### src/rtl/fifo_level_pkg.sv
package fifo_level_pkg;
    typedef enum logic [1:0] {
        LVL_EMPTY = 2'd0,
        LVL_PART  = 2'd1,
        LVL_FULL  = 2'd2
    } lvl_state_t;
endpackage

### src/rtl/lvl_track.sv
module lvl_track
    import fifo_level_pkg::*;
#(
    parameter int DEPTH = 64,
    parameter int CW    = 8
) (
    input  logic          clk,
    input  logic          rst_n,
    input  logic          push,
    input  logic          pop,
    output logic [CW-1:0] lvl,
    output logic          err
);
    localparam logic [CW-1:0] TOP = CW'(DEPTH);
    localparam logic [CW-1:0] ONE = CW'(1);

    lvl_state_t    state, nxt_state;
    logic [CW-1:0] nxt_lvl;
    logic          ill;
    logic          inc, dec;

    assign inc = push && !pop;
    assign dec = pop && !push;

    // state register
    always_ff @(posedge clk or negedge rst_n) begin
        if (!rst_n) begin
            state <= LVL_EMPTY;
            lvl   <= '0;
            err   <= 1'b0;
        end else begin
            state <= nxt_state;
            lvl   <= nxt_lvl;
            err   <= ill;
        end
    end

    // next state and outputs
    always_comb begin
        nxt_state = state;
        nxt_lvl   = lvl;
        ill       = 1'b0;
        unique case (state)
            LVL_EMPTY: begin
                if (inc) begin
                    nxt_lvl   = lvl + ONE;
                    nxt_state = (DEPTH == 1) ? LVL_FULL : LVL_PART;
                end else if (dec) begin
                    ill = 1'b1;
                end
            end
            LVL_PART: begin
                if (inc) begin
                    nxt_lvl = lvl + ONE;
                    if (lvl == TOP - ONE) nxt_state = LVL_FULL;
                end else if (dec) begin
                    nxt_lvl = lvl - ONE;
                    if (lvl == ONE) nxt_state = LVL_EMPTY;
                end
            end
            LVL_FULL: begin
                if (dec) begin
                    nxt_lvl   = lvl - ONE;
                    nxt_state = (DEPTH == 1) ? LVL_EMPTY : LVL_PART;
                end else if (inc) begin
                    ill = 1'b1;
                end
            end
            default: begin
                nxt_state = LVL_EMPTY;
                nxt_lvl   = '0;
            end
        endcase
    end

    assert_level_cap_R4: assert property (@(posedge clk) disable iff (!rst_n)
        lvl <= TOP);

    assert_single_step_R2: assert property (@(posedge clk) disable iff (!rst_n)
        push ^ pop |=> (lvl == $past(lvl)) || (lvl == $past(lvl) + ONE) || (lvl == $past(lvl) - ONE));

    assert_push_pop_hold_R3: assert property (@(posedge clk) disable iff (!rst_n)
        push && pop |=> $stable(lvl) && !err);

    assert_no_overflow_R4: assert property (@(posedge clk) disable iff (!rst_n)
        push && !pop && lvl == TOP |=> err && lvl == TOP);

    assert_no_underflow_R5: assert property (@(posedge clk) disable iff (!rst_n)
        pop && !push && lvl == '0 |=> err && lvl == '0);
endmodule

### src/rtl/trig_reg.sv
module trig_reg #(
    parameter int MAXV = 64,
    parameter int W    = 8
) (
    input  logic         clk,
    input  logic         rst_n,
    input  logic         we,
    input  logic [W-1:0] wdata,
    output logic [W-1:0] trig
);
    localparam logic [W-1:0] CAP = W'(MAXV);

    always_ff @(posedge clk or negedge rst_n) begin
        if (!rst_n)   trig <= '0;
        else if (we)  trig <= (wdata > CAP) ? CAP : wdata;
    end

    assert_trig_clamped_R6: assert property (@(posedge clk) disable iff (!rst_n)
        we && wdata > CAP |=> trig == CAP);
endmodule

### src/rtl/lvl_cmp.sv
module lvl_cmp #(
    parameter int  W     = 8,
    parameter bit  BELOW = 1'b1
) (
    input  logic [W-1:0] lvl,
    input  logic [W-1:0] trig,
    output logic         irq
);
    generate
        if (BELOW) begin : g_below
            assign irq = lvl < trig;
        end else begin : g_reach
            assign irq = lvl >= trig;
        end
    endgenerate
endmodule

### src/rtl/fifo_level_irq.sv
module fifo_level_irq #(
    parameter int DEPTH = 64,
    parameter int CW    = 8
) (
    input  logic          clk,
    input  logic          rst_n,
    input  logic          tx_push,
    input  logic          tx_pop,
    input  logic          rx_push,
    input  logic          rx_pop,
    input  logic          tx_trig_we,
    input  logic [CW-1:0] tx_trig_wdata,
    input  logic          rx_trig_we,
    input  logic [CW-1:0] rx_trig_wdata,
    output logic [CW-1:0] tx_level,
    output logic [CW-1:0] rx_level,
    output logic          tx_err,
    output logic          rx_err,
    output logic          tx_irq,
    output logic          rx_irq
);
    localparam logic [CW-1:0] ONE = CW'(1);

    logic [CW-1:0] tx_trig, rx_trig;

    lvl_track #(.DEPTH(DEPTH), .CW(CW)) u_tx_track (
        .clk(clk), .rst_n(rst_n), .push(tx_push), .pop(tx_pop),
        .lvl(tx_level), .err(tx_err)
    );

    lvl_track #(.DEPTH(DEPTH), .CW(CW)) u_rx_track (
        .clk(clk), .rst_n(rst_n), .push(rx_push), .pop(rx_pop),
        .lvl(rx_level), .err(rx_err)
    );

    trig_reg #(.MAXV(DEPTH), .W(CW)) u_tx_trig (
        .clk(clk), .rst_n(rst_n), .we(tx_trig_we), .wdata(tx_trig_wdata),
        .trig(tx_trig)
    );

    trig_reg #(.MAXV(DEPTH), .W(CW)) u_rx_trig (
        .clk(clk), .rst_n(rst_n), .we(rx_trig_we), .wdata(rx_trig_wdata),
        .trig(rx_trig)
    );

    lvl_cmp #(.W(CW), .BELOW(1'b1)) u_tx_cmp (
        .lvl(tx_level), .trig(tx_trig), .irq(tx_irq)
    );

    lvl_cmp #(.W(CW), .BELOW(1'b0)) u_rx_cmp (
        .lvl(rx_level), .trig(rx_trig), .irq(rx_irq)
    );

    // with a steady trigger the level moves by one, so a rise is an exact crossing
    assert_tx_irq_cross_R7: assert property (@(posedge clk) disable iff (!rst_n)
        $rose(tx_irq) && $stable(tx_trig) |-> tx_level == tx_trig - ONE);

    assert_rx_irq_cross_R8: assert property (@(posedge clk) disable iff (!rst_n)
        $rose(rx_irq) && $stable(rx_trig) |-> rx_level == rx_trig);
endmodule

### config.mk
export PLATFORM = sky130hd
export DESIGN_NAME = fifo_level_irq
export DESIGN_NICKNAME = d
export VERILOG_FILES = /design/src/rtl/fifo_level_pkg.sv /design/src/rtl/lvl_track.sv /design/src/rtl/trig_reg.sv /design/src/rtl/lvl_cmp.sv /design/src/rtl/fifo_level_irq.sv
export SDC_FILE = /design/constraint.sdc
export NUM_CORES = 1
export LEC_CHECK = 0
export BUFFER_PORTS_ARGS = -buffer_cell sky130_fd_sc_hd__clkbuf_2
export CORE_AREA = 2 2 75 77
export CTS_BUF_LIST = sky130_fd_sc_hd__clkbuf_16
export DETAILED_ROUTE_END_ITERATION = 8
export DIE_AREA = 0 0 77 79
export MAX_ROUTING_LAYER = met4
export PLACE_DENSITY_LB_ADDON = 0.15
export SETUP_SLACK_MARGIN = 0.15
export SYNTH_ARGS = -nofsm -noshare
export SYNTH_HDL_FRONTEND = slang
export SYNTH_SLANG_ARGS = --single-unit
export TNS_END_PERCENT = 1
### constraint.sdc
create_clock -name clk -period 4.1 [get_ports clk]
set_clock_uncertainty 0.1 [all_clocks]
set_input_delay 0.205 -clock clk [delete_from_list [all_inputs] [get_ports clk]]
set_output_delay 0.205 -clock clk [all_outputs]
set_load 0.01 [all_outputs]
# After elaboration in Yosys (flattened, before gate mapping)
# Cells that the tools add are included.
[totals] ff_bits=38 input_bits=24 output_inout_bits=20 elab_cells=80
[op_classes] n_addsub=4 magnitude_cmp=4 n_eq_ne=18 n_mux=34 reduce_logical=12
[op_table] op="$mux 8" count=8
[op_table] op="$pmux 8 s3" count=2
[op_table] op="$mux 2" count=12
[op_table] op="$add 8x1->8 const B" count=2
[op_table] op="$eq 8x1->1 const B" count=2
[op_table] op="$eq 8x6->1 const B" count=2
[op_table] op="$gt 8x7->1 const B" count=2
[op_table] op="$sub 8x1->8 const B" count=2
[op_table] op="$ne 3x1->1 const B" count=4
[op_table] op="$pmux 2 s3" count=2
[op_table] op="$reduce_and 5->1" count=2
[op_table] op="$ge 8x8->1" count=1
[op_table] op="$lt 8x8->1" count=1
[op_table] op="$mux 1" count=8
[op_table] op="$ne 2x1->1 const B" count=4
[op_table] op="$ne 3x3->1 const B" count=2
[op_table] op="$eq 2x1->1 const B" count=2
[op_table] op="$eq 2x2->1 const B" count=2
[op_table] op="$logic_and 1x1->1" count=4
[op_table] op="$logic_not 1->1" count=4
[op_table] op="$logic_not 2->1" count=2
[op_table] op="$pmux 1 s2" count=2

# Longest topological paths before layout
[logic_depth] word_depth=5 mapped_depth=8 depth_no_buf=7

# Hierarchy
# From an unflattened synthesis, not the netlist that was laid out.
[unflattened] hier_cells=338 hier_area_um2=2954.1
[by_module_without_submodules] mod="lvl_track" n_inst=2 cells_per_inst=113 area_each_um2=963.4 seq_area_each_um2=275.3
[by_module_without_submodules] mod="trig_reg" n_inst=2 cells_per_inst=31 area_each_um2=326.6 seq_area_each_um2=200.2
[by_module_without_submodules] mod="lvl_cmp at u_rx_cmp" n_inst=1 cells_per_inst=25 area_each_um2=197.7 seq_area_each_um2=0.0
[by_module_without_submodules] mod="lvl_cmp at u_tx_cmp" n_inst=1 cells_per_inst=25 area_each_um2=176.4 seq_area_each_um2=0.0

# Worst setup path after synthesis
# Ideal clock, no wire load.
[synth_timing] kind="flip-flop to flip-flop" start="reg u_rx_track.lvl[0]" end="reg u_rx_track.lvl[6]" setup_time_ns=0.090 t_arrival_ns=1.965 t_required_ns=3.910 setup_slack_ns=1.945 stages_incl_launch_ff=9 n_path_buf=1 synth_period_minus_slack_ns=2.155 path_cell_list="dfrtp_1 buf_1 inv_1 ha_1 nand4bb_1 nor4_1 a21oi_1 o21ba_2 o221ai_1"
[synth_between] elab_chain_cells=4 word_cells_on_any_way=6 classes_between="2 x add/sub; 4 x mux"
[synth_rtl] item="start: declaration" line="lvl_track.sv:11" rtl="output logic [CW-1:0] lvl,"
[synth_rtl] item="start signal: assignment" line="lvl_track.sv:33" rtl="lvl <= nxt_lvl;"
[synth_rtl] item="$sub 8x1->8" line="lvl_track.sv:57, lvl_track.sv:63"
[synth_rtl] item="$mux 8" line="lvl_track.sv:56, lvl_track.sv:62"
[synth_rtl] item="$mux 8" line="lvl_track.sv:53" rtl="if (inc) begin"
[synth_rtl] item="$pmux 8 s3 *" line="lvl_track.sv:43" rtl="unique case (state)"
# Every way passes the cells marked *; elsewhere a longest branch is shown, timed or not. The select of a mux whose other input is x is not followed.
# A chain may end at the register's enable or synchronous reset.

# Worst setup path in the final report
[layout_timing] start="reg u_rx_track.lvl[0]" end="out rx_irq"
[layout_between] elab_chain_cells=1
[layout_rtl] item="$ge 8x8->1" line="lvl_cmp.sv:13" rtl="assign irq = lvl >= trig;"
[layout_rtl] item="end: declaration" line="fifo_level_irq.sv:20" rtl="output logic rx_irq"
# No other way between the ends.

==> summary.txt <==
Fin. Hold Viols - 38
XOR/XNOR share of the synthesized area - 2.643%
Synth Area in Compound Gates - 23.15%
crit path time final - 2.447 ns
Die Y - 79 um
Main synth FF type - dfrtp_1
Synth Instances - 358
TNS Setup - 0 ns
TritonCTS Buffers - 5
failing checks - hold timing
row count - 27
hold slack final - -0.05269 ns
average routed wire per standard cell - 14.67 um
final core utilization - 62.21%
first-pass iteration count of the detailed router - 4
Max-Cap Viols - 0
core footprint - 5338 sq um
vias - 2,692
Synth async-reset ratio - 100.0%
synthesized area per cell - 8.332 sq um
clock slew at reported path FFs - 0.05 ns
CTS tree - yes
# IOs - 44
starting density of the core - 55.88%
crit path DAT - 2.14 ns
Post-DRT Antenna Nets - 0
Yosys top cell area share - 31.88%
Initial DRC Count - 198
flops & latches, synth - 38
synth warn - 0
H-tree depth - 2
multiplexer share of the synthesized area - 1.762%
Fmax - 408.7 MHz
sequential area share after synthesis - 31.88%
top cells by area, synth - dfrtp_1, ha_1, a21oi_1, o21ai_0, nor2_1
nets - 425
Setup WS post-layout - 1.653 ns
synthesized cell area - 2983 sq um
worst rel slew slack - 36.94%
Setup CP Type - reg2out
port bufs - 43
largest net degree at the start of global routing - 39
Diodes inserted - 0
worst path required time - 3.80 ns
sequential cell area - 950.9 sq um
Max VDD drop - 338.6 uV
DR vias/cell - 5.956
Final setup violation count - 0
vias in the first global route - 2,516
status - finished with violations
hold crit path type - in2async
unrepaired setup endpoints after global routing - false
global-route wire length before repair - 11.39 mm
Post-Synth Adder-Cell Area - 8.809%
postcts setup bufs - 0
LEAKAGE - 1.450 nW
pre-CTS WS - 1.828 ns
Worst-Margin Slew - 0.9458 ns
Post-Route WL - 6.633 mm
area of the multi-input gates - 1815 sq um
count of cell types in the netlist - 64
die width - 77 um
Net Count, Synth - 403
CTS max path bufs - 2
clk_lat worst skew - 0.28 ns
Clock Tree Root - clkbuf_16
power per cell area - 548.1 nW/um^2
die area - 6083 sq um
initial antenna violation count - 0
max-slew violations - 0
Post-synth EDFFs - 0
biggest area consumer among synthesized cells - dfrtp_1
layout cell share with drive strength beyond 1 - 16.32%
crit path launch type - flip-flop
fin crit share - 59.67%
GR Overflow Total - 0
Worst Path Max Fanout - 15
RePlAce Congestion - 0.9116
DRC - 0
post-cts sizing count - 0
CTS sink cnt - 38
final HPWL from detailed placement - 4.694 mm
fillcell total - 497
Area growth syn-to-layout - 11.33%
CP Capture Type - output pin
combinational family with the most area after synthesis - simple AND/OR/NAND/NOR gates
total track usage - 23.47%
# hold bufs at CTS - 0
Synth Area in Simple Gates - 24.50%
-- cell families (layout without fill, tap and decap cells) --
logic type | Yosys count | after routing
mux | 5 | 5
compound gates | 109 | 109
simple gates | 124 | 124
xor+xnor | 9 | 9
fa+ha+maj | 21 | 21
buf+inv | 52 | 74
flops | 38 | 38
-- worst max-delay path: stages, from the launching register on --
cell and delay, ns:
dfrtp_1 0.67, inv_1 0.13, ha_1 0.31, nand2b_1 0.14, a211oi_1 0.23, o31ai_1 0.11
nand3_1 0.09, nand2_1 0.06, clkbuf_2 0.12
-- synthesized netlist by cell type, types with 2 or more instances --
library cell	number
nand2b_1	5
nand4b_1	2
buf_4	2
nand4_1	7
o211ai_1	3
a21oi_1	29
buf_2	4
o21a_1	3
and4_1	2
o32ai_1	3
xor2_1	3
nand3_1	14
and2_1	2
nor3b_1	3
clkbuf_1	19
a31oi_1	6
o22ai_1	10
or4b_4	2
nor2b_1	8
o21ai_0	28
o31ai_1	2
or3_1	2
nand2_1	21
dfrtp_1	38
mux2_2	2
and3_1	3
or4_1	2
o2bb2ai_1	2
ha_1	21
nor4b_4	2
nor3_1	13
xnor2_1	6
a211oi_1	2
nor2_1	26
a21o_1	6
a21boi_0	2
mux2i_1	3
inv_1	24
-- final timing paths --
path / startpoint / endpoint / slack [ns] / depth (start not counted)
worst min-delay path: rst_n / u_tx_track.state[1] / -0.05 / 1
worst max-delay path: u_rx_track.lvl[0] / rx_irq / 1.65 / 8
max in group asynchronous: rst_n / u_rx_track.lvl[3] / 3.35 / 1
min in group clk: rx_trig_wdata[4] / u_rx_trig.trig[4] / 0.05 / 3
worst min register to register: u_rx_trig.trig[7] / u_rx_trig.trig[7] / 0.40 / 2
worst max register to register: u_rx_track.lvl[0] / u_rx_track.lvl[6] / 1.81 / 7
-- power by group --
group / leakage (nW) / internal (W) / total (W) / switching, W
Combinational: 0.899 / 0.000347 / 0.000698 / 0.000351
Sequential: 0.474 / 0.000454 / 0.000700 / 0.000246
Clock: 0.0773 / 0.000281 / 0.000422 / 0.000141
Total: 1.45 / 0.00108 / 0.00182 / 0.000738
-- layout by cell type (no fill, tap or decap), types with 3 or more instances in the layout --
cell / Yosys / final
a21o_1: 6 / 6
a21oi_1: 29 / 29
a31oi_1: 6 / 6
and3_1: 3 / 3
clkbuf_16: 0 / 5
clkbuf_2: 1 / 43
dfrtp_1: 38 / 38
ha_1: 21 / 21
inv_1: 24 / 24
mux2i_1: 3 / 3
nand2_1: 21 / 21
nand2b_1: 5 / 5
nand3_1: 14 / 14
nand4_1: 7 / 7
nor2_1: 26 / 26
nor2b_1: 8 / 8
nor3_1: 13 / 13
nor3b_1: 3 / 3
o211ai_1: 3 / 3
o21a_1: 3 / 3
o21ai_0: 28 / 28
o22ai_1: 10 / 10
o32ai_1: 3 / 3
xnor2_1: 6 / 6
xor2_1: 3 / 3
-- metal layers --
metal	global-route usage, %	routed length (um)	share of wire, %	up-vias
met2	41.93	3535	53	50
met1	27.37	2790	42	1280
met3	3.409	232	3.5	8
li1	-	-	-	1354
met4	7.857	76	1.1	0
met5	-	0	0	-
-- through the flow --
stage                     hold WS (ns)  std cells  cell area, sq um  total power, W
after floorplan                -0.1906        358              2983        0.001184
after global placement          0.3089        445              3162        0.001380
after detailed placement        0.3117        445              3162        0.001407
after CTS                      0.01481        452              3321        0.001842
after global routing           0.05645        452              3321        0.001978
final                         -0.05269        452              3321        0.001820
-- final cells by class --
type                       count  share of cell area, %
tap                           72                  2.713
multi-input combinational    268                  54.67
inverter                      24                  2.713
timing repair buffer          43                  6.481
clock inverter                 2                  1.017
clock buffer                   5                  3.768
sequential                    38                  28.64
Power figures use the tool's default switching activity.
